**src/rtl/devSeqPkg.sv**
```systemverilog
package devSeqPkg;
  localparam logic [1:0] BURST_INCR = 2'b01;
  localparam logic [1:0] SZ_BYTE = 2'd0;
  localparam logic [1:0] SZ_HALF = 2'd1;
  localparam logic [1:0] SZ_WORD = 2'd2;

  typedef enum logic [2:0] {S_IDLE, S_ADDR, S_WDAT, S_WRSP, S_RDAT} seqState_e;

  // strobes from control to datapath
  typedef struct packed {
    logic load;      // capture a new request
    logic advance;   // step to the next transaction
    logic beatNext;  // step to second beat of a pair
  } ctlStrobe_t;

  // status from datapath to control
  typedef struct packed {
    logic isWrite;
    logic lastBurst;
    logic lastBeat;
  } dpStatus_t;
endpackage

```
**src/rtl/devSeqDp.sv**
```systemverilog
module devSeqDp
  import devSeqPkg::*;
#(
  parameter int ADDR_W   = 32,
  parameter int MAX_REGS = 8,
  parameter int CNT_W    = $clog2(MAX_REGS + 1)
) (
  input  logic                    clk,
  input  logic                    rstN,
  input  ctlStrobe_t              ctl,
  output dpStatus_t               st,
  input  logic                    reqWrite,
  input  logic [1:0]              reqSize,
  input  logic [CNT_W-1:0]        reqCount,
  input  logic [ADDR_W-1:0]       reqAddr,
  input  logic [32*MAX_REGS-1:0]  reqWdata,
  output logic                    reqFault,
  output logic [ADDR_W-1:0]       busAddr,
  output logic [7:0]              axLen,
  output logic [2:0]              axSize,
  output logic [63:0]             wData,
  output logic [7:0]              wStrb,
  input  logic [63:0]             rData,
  input  logic [1:0]              rResp,
  input  logic [1:0]              bResp,
  output logic [31:0]             rspData,
  output logic                    rspErr
);
  logic [ADDR_W-1:0]      addrQ;
  logic [CNT_W-1:0]       remQ;
  logic [CNT_W-1:0]       idxQ;
  logic [1:0]             sizeQ;
  logic                   writeQ;
  logic                   multiQ;
  logic                   beatQ;
  logic [32*MAX_REGS-1:0] dataQ;

  logic [1:0]       burstLen;
  logic [2:0]       beatAddr;
  logic [CNT_W-1:0] wordSel;
  logic [31:0]      curWord;
  logic [63:0]      rShift;
  logic             reqMulti;

  // alignment check on the incoming request
  assign reqMulti = reqCount > CNT_W'(1);
  always_comb begin
    if (reqMulti)
      reqFault = reqAddr[1:0] != 2'b00;
    else begin
      unique case (reqSize)
        SZ_BYTE: reqFault = 1'b0;
        SZ_HALF: reqFault = reqAddr[0];
        SZ_WORD: reqFault = reqAddr[1:0] != 2'b00;
        default: reqFault = 1'b1;
      endcase
    end
  end

  // pairs only for stores, on an even word, with two or more words left
  assign burstLen = (writeQ && multiQ && !addrQ[2] && remQ >= CNT_W'(2)) ? 2'd2 : 2'd1;

  always_ff @(posedge clk) begin
    if (!rstN) begin
      addrQ  <= '0;
      remQ   <= '0;
      idxQ   <= '0;
      sizeQ  <= SZ_BYTE;
      writeQ <= 1'b0;
      multiQ <= 1'b0;
      beatQ  <= 1'b0;
      dataQ  <= '0;
    end else if (ctl.load) begin
      addrQ  <= reqAddr;
      remQ   <= reqCount;
      idxQ   <= '0;
      sizeQ  <= reqMulti ? SZ_WORD : reqSize;
      writeQ <= reqWrite;
      multiQ <= reqMulti;
      beatQ  <= 1'b0;
      dataQ  <= reqWdata;
    end else if (ctl.advance) begin
      addrQ <= addrQ + ADDR_W'({burstLen, 2'b00});
      remQ  <= remQ - CNT_W'(burstLen);
      idxQ  <= idxQ + CNT_W'(burstLen);
      beatQ <= 1'b0;
    end else if (ctl.beatNext) begin
      beatQ <= 1'b1;
    end
  end

  assign st.isWrite   = writeQ;
  assign st.lastBurst = remQ == CNT_W'(burstLen);
  assign st.lastBeat  = beatQ == (burstLen == 2'd2);

  assign busAddr = addrQ;
  assign axLen   = {7'd0, burstLen == 2'd2};
  assign axSize  = {1'b0, sizeQ};

  // write lanes
  assign beatAddr = addrQ[2:0] + {beatQ, 2'b00};
  assign wordSel  = idxQ + CNT_W'(beatQ);
  assign curWord  = dataQ[wordSel*32 +: 32];

  always_comb begin
    unique case (sizeQ)
      SZ_BYTE: begin
        wData = {8{curWord[7:0]}};
        wStrb = 8'h01 << beatAddr;
      end
      SZ_HALF: begin
        wData = {4{curWord[15:0]}};
        wStrb = 8'h03 << beatAddr;
      end
      default: begin
        wData = {2{curWord}};
        wStrb = beatAddr[2] ? 8'hF0 : 8'h0F;
      end
    endcase
  end

  // read lane extraction
  assign rShift = rData >> {addrQ[2:0], 3'b000};
  always_comb begin
    if (writeQ)
      rspData = '0;
    else begin
      unique case (sizeQ)
        SZ_BYTE: rspData = {24'd0, rShift[7:0]};
        SZ_HALF: rspData = {16'd0, rShift[15:0]};
        default: rspData = rShift[31:0];
      endcase
    end
  end

  assign rspErr = writeQ ? (bResp != 2'b00) : (rResp != 2'b00);
endmodule

```
**src/rtl/devSeqCtl.sv**
```systemverilog
module devSeqCtl
  import devSeqPkg::*;
(
  input  logic       clk,
  input  logic       rstN,
  input  logic       lowPower,
  input  logic       reqValid,
  input  logic       reqFault,
  output logic       reqReady,
  output logic       faultFlag,
  input  dpStatus_t  st,
  output ctlStrobe_t ctl,
  output logic       arValid,
  input  logic       arReady,
  output logic       awValid,
  input  logic       awReady,
  output logic       wValid,
  input  logic       wReady,
  output logic       wLast,
  input  logic       bValid,
  output logic       bReady,
  input  logic       rValid,
  output logic       rReady,
  output logic       rspValid,
  output logic       rspLast
);
  seqState_e stateQ, stateD;
  logic accept, bDone, rDone, faultQ;

  assign reqReady = (stateQ == S_IDLE) && !lowPower;
  assign accept   = reqValid && reqReady;
  assign bReady   = !lowPower;
  assign rReady   = !lowPower;
  assign arValid  = (stateQ == S_ADDR) && !st.isWrite;
  assign awValid  = (stateQ == S_ADDR) && st.isWrite;
  assign wValid   = stateQ == S_WDAT;
  assign wLast    = wValid && st.lastBeat;
  assign bDone    = (stateQ == S_WRSP) && bValid && bReady;
  assign rDone    = (stateQ == S_RDAT) && rValid && rReady;
  assign rspValid = bDone || rDone;
  assign rspLast  = rspValid && st.lastBurst;

  always_comb begin
    ctl.load     = accept && !reqFault;
    ctl.advance  = rspValid && !st.lastBurst;
    ctl.beatNext = wValid && wReady && !st.lastBeat;
  end

  always_comb begin
    stateD = stateQ;
    unique case (stateQ)
      S_IDLE: if (accept && !reqFault) stateD = S_ADDR;
      S_ADDR: begin
        if (awValid && awReady) stateD = S_WDAT;
        else if (arValid && arReady) stateD = S_RDAT;
      end
      S_WDAT: if (wReady && st.lastBeat) stateD = S_WRSP;
      S_WRSP: if (bDone) stateD = st.lastBurst ? S_IDLE : S_ADDR;
      S_RDAT: if (rDone) stateD = st.lastBurst ? S_IDLE : S_ADDR;
      default: stateD = S_IDLE;
    endcase
  end

  always_ff @(posedge clk) begin
    if (!rstN) begin
      stateQ <= S_IDLE;
      faultQ <= 1'b0;
    end else begin
      stateQ <= stateD;
      faultQ <= accept && reqFault;
    end
  end

  assign faultFlag = faultQ;
endmodule

```
**src/rtl/devAxiSeq.sv**
```systemverilog
module devAxiSeq
  import devSeqPkg::*;
#(
  parameter int ADDR_W   = 32,
  parameter int MAX_REGS = 8,
  localparam int CNT_W   = $clog2(MAX_REGS + 1)
) (
  input  logic                   clk,
  input  logic                   rstN,
  input  logic                   lowPower,
  input  logic                   reqValid,
  output logic                   reqReady,
  input  logic                   reqWrite,
  input  logic [1:0]             reqSize,
  input  logic [CNT_W-1:0]       reqCount,
  input  logic [ADDR_W-1:0]      reqAddr,
  input  logic [32*MAX_REGS-1:0] reqWdata,
  output logic                   faultFlag,
  output logic                   rspValid,
  output logic [31:0]            rspData,
  output logic                   rspErr,
  output logic                   rspLast,
  output logic                   arValid,
  input  logic                   arReady,
  output logic [ADDR_W-1:0]      arAddr,
  output logic [7:0]             arLen,
  output logic [2:0]             arSize,
  output logic [1:0]             arBurst,
  output logic                   awValid,
  input  logic                   awReady,
  output logic [ADDR_W-1:0]      awAddr,
  output logic [7:0]             awLen,
  output logic [2:0]             awSize,
  output logic [1:0]             awBurst,
  output logic                   wValid,
  input  logic                   wReady,
  output logic [63:0]            wData,
  output logic [7:0]             wStrb,
  output logic                   wLast,
  input  logic                   bValid,
  output logic                   bReady,
  input  logic [1:0]             bResp,
  input  logic                   rValid,
  output logic                   rReady,
  input  logic [63:0]            rData,
  input  logic [1:0]             rResp
);
  ctlStrobe_t        ctl;
  dpStatus_t         st;
  logic              reqFault;
  logic [ADDR_W-1:0] busAddr;
  logic [7:0]        axLen;
  logic [2:0]        axSize;

  devSeqCtl u_ctl (
    .clk(clk), .rstN(rstN), .lowPower(lowPower),
    .reqValid(reqValid), .reqFault(reqFault), .reqReady(reqReady),
    .faultFlag(faultFlag), .st(st), .ctl(ctl),
    .arValid(arValid), .arReady(arReady),
    .awValid(awValid), .awReady(awReady),
    .wValid(wValid), .wReady(wReady), .wLast(wLast),
    .bValid(bValid), .bReady(bReady),
    .rValid(rValid), .rReady(rReady),
    .rspValid(rspValid), .rspLast(rspLast)
  );

  devSeqDp #(.ADDR_W(ADDR_W), .MAX_REGS(MAX_REGS), .CNT_W(CNT_W)) u_dp (
    .clk(clk), .rstN(rstN), .ctl(ctl), .st(st),
    .reqWrite(reqWrite), .reqSize(reqSize), .reqCount(reqCount),
    .reqAddr(reqAddr), .reqWdata(reqWdata), .reqFault(reqFault),
    .busAddr(busAddr), .axLen(axLen), .axSize(axSize),
    .wData(wData), .wStrb(wStrb),
    .rData(rData), .rResp(rResp), .bResp(bResp),
    .rspData(rspData), .rspErr(rspErr)
  );

  assign arAddr  = busAddr;
  assign awAddr  = busAddr;
  assign arLen   = axLen;
  assign awLen   = axLen;
  assign arSize  = axSize;
  assign awSize  = axSize;
  assign arBurst = BURST_INCR;
  assign awBurst = BURST_INCR;
endmodule

```
**config.mk**
```make
export PLATFORM = sky130hd
export DESIGN_NAME = devAxiSeq
export DESIGN_NICKNAME = d
export VERILOG_FILES = /design/src/rtl/devSeqPkg.sv /design/src/rtl/devSeqDp.sv /design/src/rtl/devSeqCtl.sv /design/src/rtl/devAxiSeq.sv
export SDC_FILE = /design/constraint.sdc
export NUM_CORES = 1
export LEC_CHECK = 0
export BUFFER_PORTS_ARGS = -buffer_cell sky130_fd_sc_hd__buf_2
export CORE_AREA = 2 2 222 224
export CTS_CLUSTER_DIAMETER = 150
export DETAILED_ROUTE_END_ITERATION = 16
export DIE_AREA = 0 0 224 226
export PLACE_DENSITY_LB_ADDON = 0.05
export RECOVER_POWER = 100
export SLEW_MARGIN = 30
export SYNTH_ARGS = -nofsm -noshare
export SYNTH_HDL_FRONTEND = slang
export SYNTH_SLANG_ARGS = --single-unit
```
**constraint.sdc**
```tcl
create_clock -name clk -period 5.5 [get_ports clk]
set_input_delay 1.65 -clock clk [delete_from_list [all_inputs] [get_ports clk]]
set_output_delay 1.65 -clock clk [all_outputs]
set_load 0.02 [all_outputs]
```
==> metrics.md <==
| Metric | Value |
|---|---|
| Status | finished with violations |
| Failing checks | max-capacitance violations, max-slew violations |
| Worst R2R Setup Slack | between 1.5 and 2 ns |
| Post-CTS Repair Setup Buffers | 0 |
| Synth Flop Type | dfxtp_1 |
| Commonest non-fill, non-tap cell in the layout | nand2_1 |
| Final Util | ~41% |
| Synthesized cell area | ~16000 um^2 |
| Placer congestion estimate | 0.8608 |
| RSZ-0062 raised after global routing | false |
| I/O Buffers | between 500 and 600 |
| Routed WL | around 63000 um |
| DP Wirelength | roughly 47000 um |
| Clock Skews | approximately 0.017 ns |
| Final setup vio count | 0 |
| Hold Path Depth | 2 |
| Seq/Total Area, Yosys | between 30% and 40% |
| Synth top area cells | dfxtp_1 38%, nand2_1 15%, a21oi_1 10% |
| Area growth syn-to-layout | 22.63% |
| # DRC | 0 |
| Max FO, Critical Path | 20 |
| First-pass GRT wire length | about 90000 um |
| Bufs on Longest Clock Path | 3 |
| Fin crit period | ~5.3 ns |
| Synth unique cells | 62 |
| Boundary pin count | 577 |
| Vias per inst | just over 5 |
| Cell taking the most area after synthesis | dfxtp_1 |
| Initial antenna violation count | 8 |
| Antenna viol nets, final | 0 |
| Die footprint | roughly 51000 um^2 |
| Fmax | ~0.19 GHz |
| Tightest Pin Transition | about 2.5 ns |
| LEAKAGE | ~0.0074 uW |
| Min-Delay Path Class | register to register |
| Final Hold Viols | 0 |
| Root Buffer | clkbuf_16 |
| Worst reg2reg startpoint | u_dp.writeQ$_SDFFE_PN0P_ |
| Synth Register Bits | ~310 |
| Initial Utilization | 33.15% |
| Crit. End Element | output port |
| Clock slew at reported path FFs | 0.06 ns |
| Most frequent cells in the layout | 644 x nand2_1, 396 x buf_2, 322 x a21oi_1 |
| PwrDens | between 200 and 300 nW/um^2 |
| Insertion delay to the later sink of the worst-skew pair | 0.55 ns |
| Via count | about 16000 |
| Drt pass-1 iters | 5 |
| Mean Syn Cell Area | a little under 8 um^2 |
| Startpoint class of the critical path | register |
| Rel. slew slack | -70.44% |
| Mapped Cells | 2046 |
| Die H | between 200 and 250 um |
| R2R Path End | u_dp.busAddr[26]$_SDFFE_PN0P_ |
| Die width | around 220 um |
| Max-cap viol count | 2 |
| Final Cell Area | about 20000 um^2 |
| Largest net degree at the start of global routing | 160 |
| Worst Setup EP | wData[17] |
| Max Slew Vio Count | 44 |
| DR iter-0 viols | between 1000 and 1500 |
| Peak supply drop | about 180 uV |
| Total GRT Usage | between 20% and 30% |
| Crit. Startpoint | u_dp.beatQ$_SDFFE_PP0P_ |
| Synth top area share | between 30% and 40% |
| CTS Sinks | approximately 300 |
| Post-DP Area | ~19000 um^2 |
| Core area | a little under 50000 um^2 |
| Worst endpoint required time | 3.85 ns |
| Vias in the first global route | ~16000 |
| Maximum level of the CTS H-tree | 2 |
| WP data arrival | 3.66 ns |
| Avg WL per Cell | about 20 um |
| EDFF count, synth | 0 |
| Standard-cell rows | between 80 and 90 |
| Tcrit/Tclk final | a little over nine tenths |
| Share of layout cells above drive strength 1 | between 20% and 30% |
| Total negative slack | 0 ns |
| Num CTS Buffers | 37 |
| Critical path class | register to output port |
| R2R depth | 10 |
| Final net count | 2827 |
| YS warnings | 0 |
| Fillers | about 5200 |
| Fraction of registers with async set/reset | 0% |
| TritonCTS clock tree | yes |
| GRT Residual Overflow | 0 |
final cells by class:
cell class,count,area (um^2),area share (%)
Antenna cell,6,15.01,0.07640
Clock buffer,53,1056,5.373
Clock inverter,9,80.08,0.4075
Inverter,17,71.32,0.3629
Multi-Input combinational cell,1492,8603,43.78
Sequential cell,305,6110,31.09
Tap cell,622,778.2,3.960
Timing Repair Buffer,592,2939,14.96
how the worst min path moves through the flow:
| stage | startpoint | to | slack (ns) |
|---|---|---|---|
| global route | u_dp.dataQ[220]$_SDFFE_PN0P_ | u_dp.dataQ[220]$_SDFFE_PN0P_ | 0.47 |
| CTS | u_dp.dataQ[240]$_SDFFE_PN0P_ | u_dp.dataQ[240]$_SDFFE_PN0P_ | 0.45 |
| finish | u_dp.dataQ[35]$_SDFFE_PN0P_ | u_dp.dataQ[35]$_SDFFE_PN0P_ | 0.45 |
| floorplan | u_dp.dataQ[228]$_SDFFE_PN0P_ | u_dp.dataQ[228]$_SDFFE_PN0P_ | 0.43 |
| global placement | u_dp.dataQ[80]$_SDFFE_PN0P_ | u_dp.dataQ[80]$_SDFFE_PN0P_ | 0.44 |
| detailed placement | u_dp.dataQ[240]$_SDFFE_PN0P_ | u_dp.dataQ[240]$_SDFFE_PN0P_ | 0.44 |
kinds of logic after synthesis:
kind of cell             count (synthesis)  synth area share, %
AO/OA/AOI/OAI                          481                17.11
flip-flops                             305                38.10
adder cells (fa/ha/maj)                 10               0.8745
buffers and inverters                  267                9.119
other                                    2              0.04686
XOR/XNOR                                37                2.069
multiplexers                           109                11.36
AND/OR/NAND/NOR                        835                21.31
worst max-delay path: stages, from the launching register on:
cell	delay [ns]
dfxtp_1	0.41
ha_4	0.21
ha_2	0.49
buf_4	0.40
buf_4	0.26
mux4_2	0.20
nand2_1	0.05
and3_1	0.26
a211oi_1	0.54
buf_2	0.29
what timing repair did:
| action | CTS | global route |
|---|---|---|
| hold buffers | 0 | 0 |
| setup endpoints to repair | 4 | 20 |
| gates resized for setup | 1 | 5 |
through the flow:
step                cells  setup slack, ns  hold WS [ns]  power, uW
detailed placement   3027           0.5704        0.4434       3251
finish               3096           0.1920        0.4494       5527
CTS                  3089         0.006179        0.4510       5612
global route         3095          0.01112        0.4696       5771
floorplan            2064           0.5002        0.4315       2925
global placement     3027           0.6200        0.4407       3248
synthesized netlist by cell type (all sizes together) (2+ instances only):
| cell type | instances |
|---|---|
| conb | 2 |
| a2111o | 2 |
| a221oi | 4 |
| buf | 172 |
| nand2 | 644 |
| inv | 15 |
| nor2 | 81 |
| fa | 2 |
| o21a | 2 |
| mux4 | 56 |
| a31oi | 9 |
| mux2 | 8 |
| clkinv | 2 |
| nand4 | 5 |
| o21ai | 49 |
| nor3 | 15 |
| nor4 | 13 |
| nand3 | 25 |
| a22oi | 10 |
| ha | 8 |
| a2111oi | 7 |
| a211oi | 44 |
| nand2b | 3 |
| and2 | 7 |
| a32oi | 20 |
| or4 | 2 |
| a21o | 2 |
| and4 | 4 |
| clkbuf | 78 |
| a31o | 4 |
| and3 | 14 |
| a21oi | 322 |
| xnor2 | 29 |
| or2 | 4 |
| dfxtp | 305 |
| xor2 | 8 |
| nor2b | 10 |
| mux2i | 45 |
where the power goes:
part | leakage, uW | switching, uW | internal [uW]
sequential | 0.00247 | 70.2 | 2290
clock | 0.000560 | 964 | 1380
combinational | 0.00435 | 523 | 302
sequential cells by signal (all words and copies together) (netlist names):
signal,count
u_dp.beatQ,1
u_ctl.faultFlag,1
u_dp.dataQ,256
u_ctl.stateQ,3
u_dp.multiQ,1
u_dp.writeQ,1
u_dp.remQ,4
u_dp.sizeQ,2
u_dp.idxQ,4
u_dp.busAddr,32
metal layers:
metal  wire length (um)  share of wire, %  vias up  global-route usage (%)
li1                   -                 -     7715                       -
met1              26680                43     7522                   30.99
met2              30290                48      595                   39.87
met3               4072               6.5       80                   4.359
met4               1686               2.7        2                   8.172
met5                 13             0.021        -                       0
Note: power is estimated with default switching activity, not from simulation.
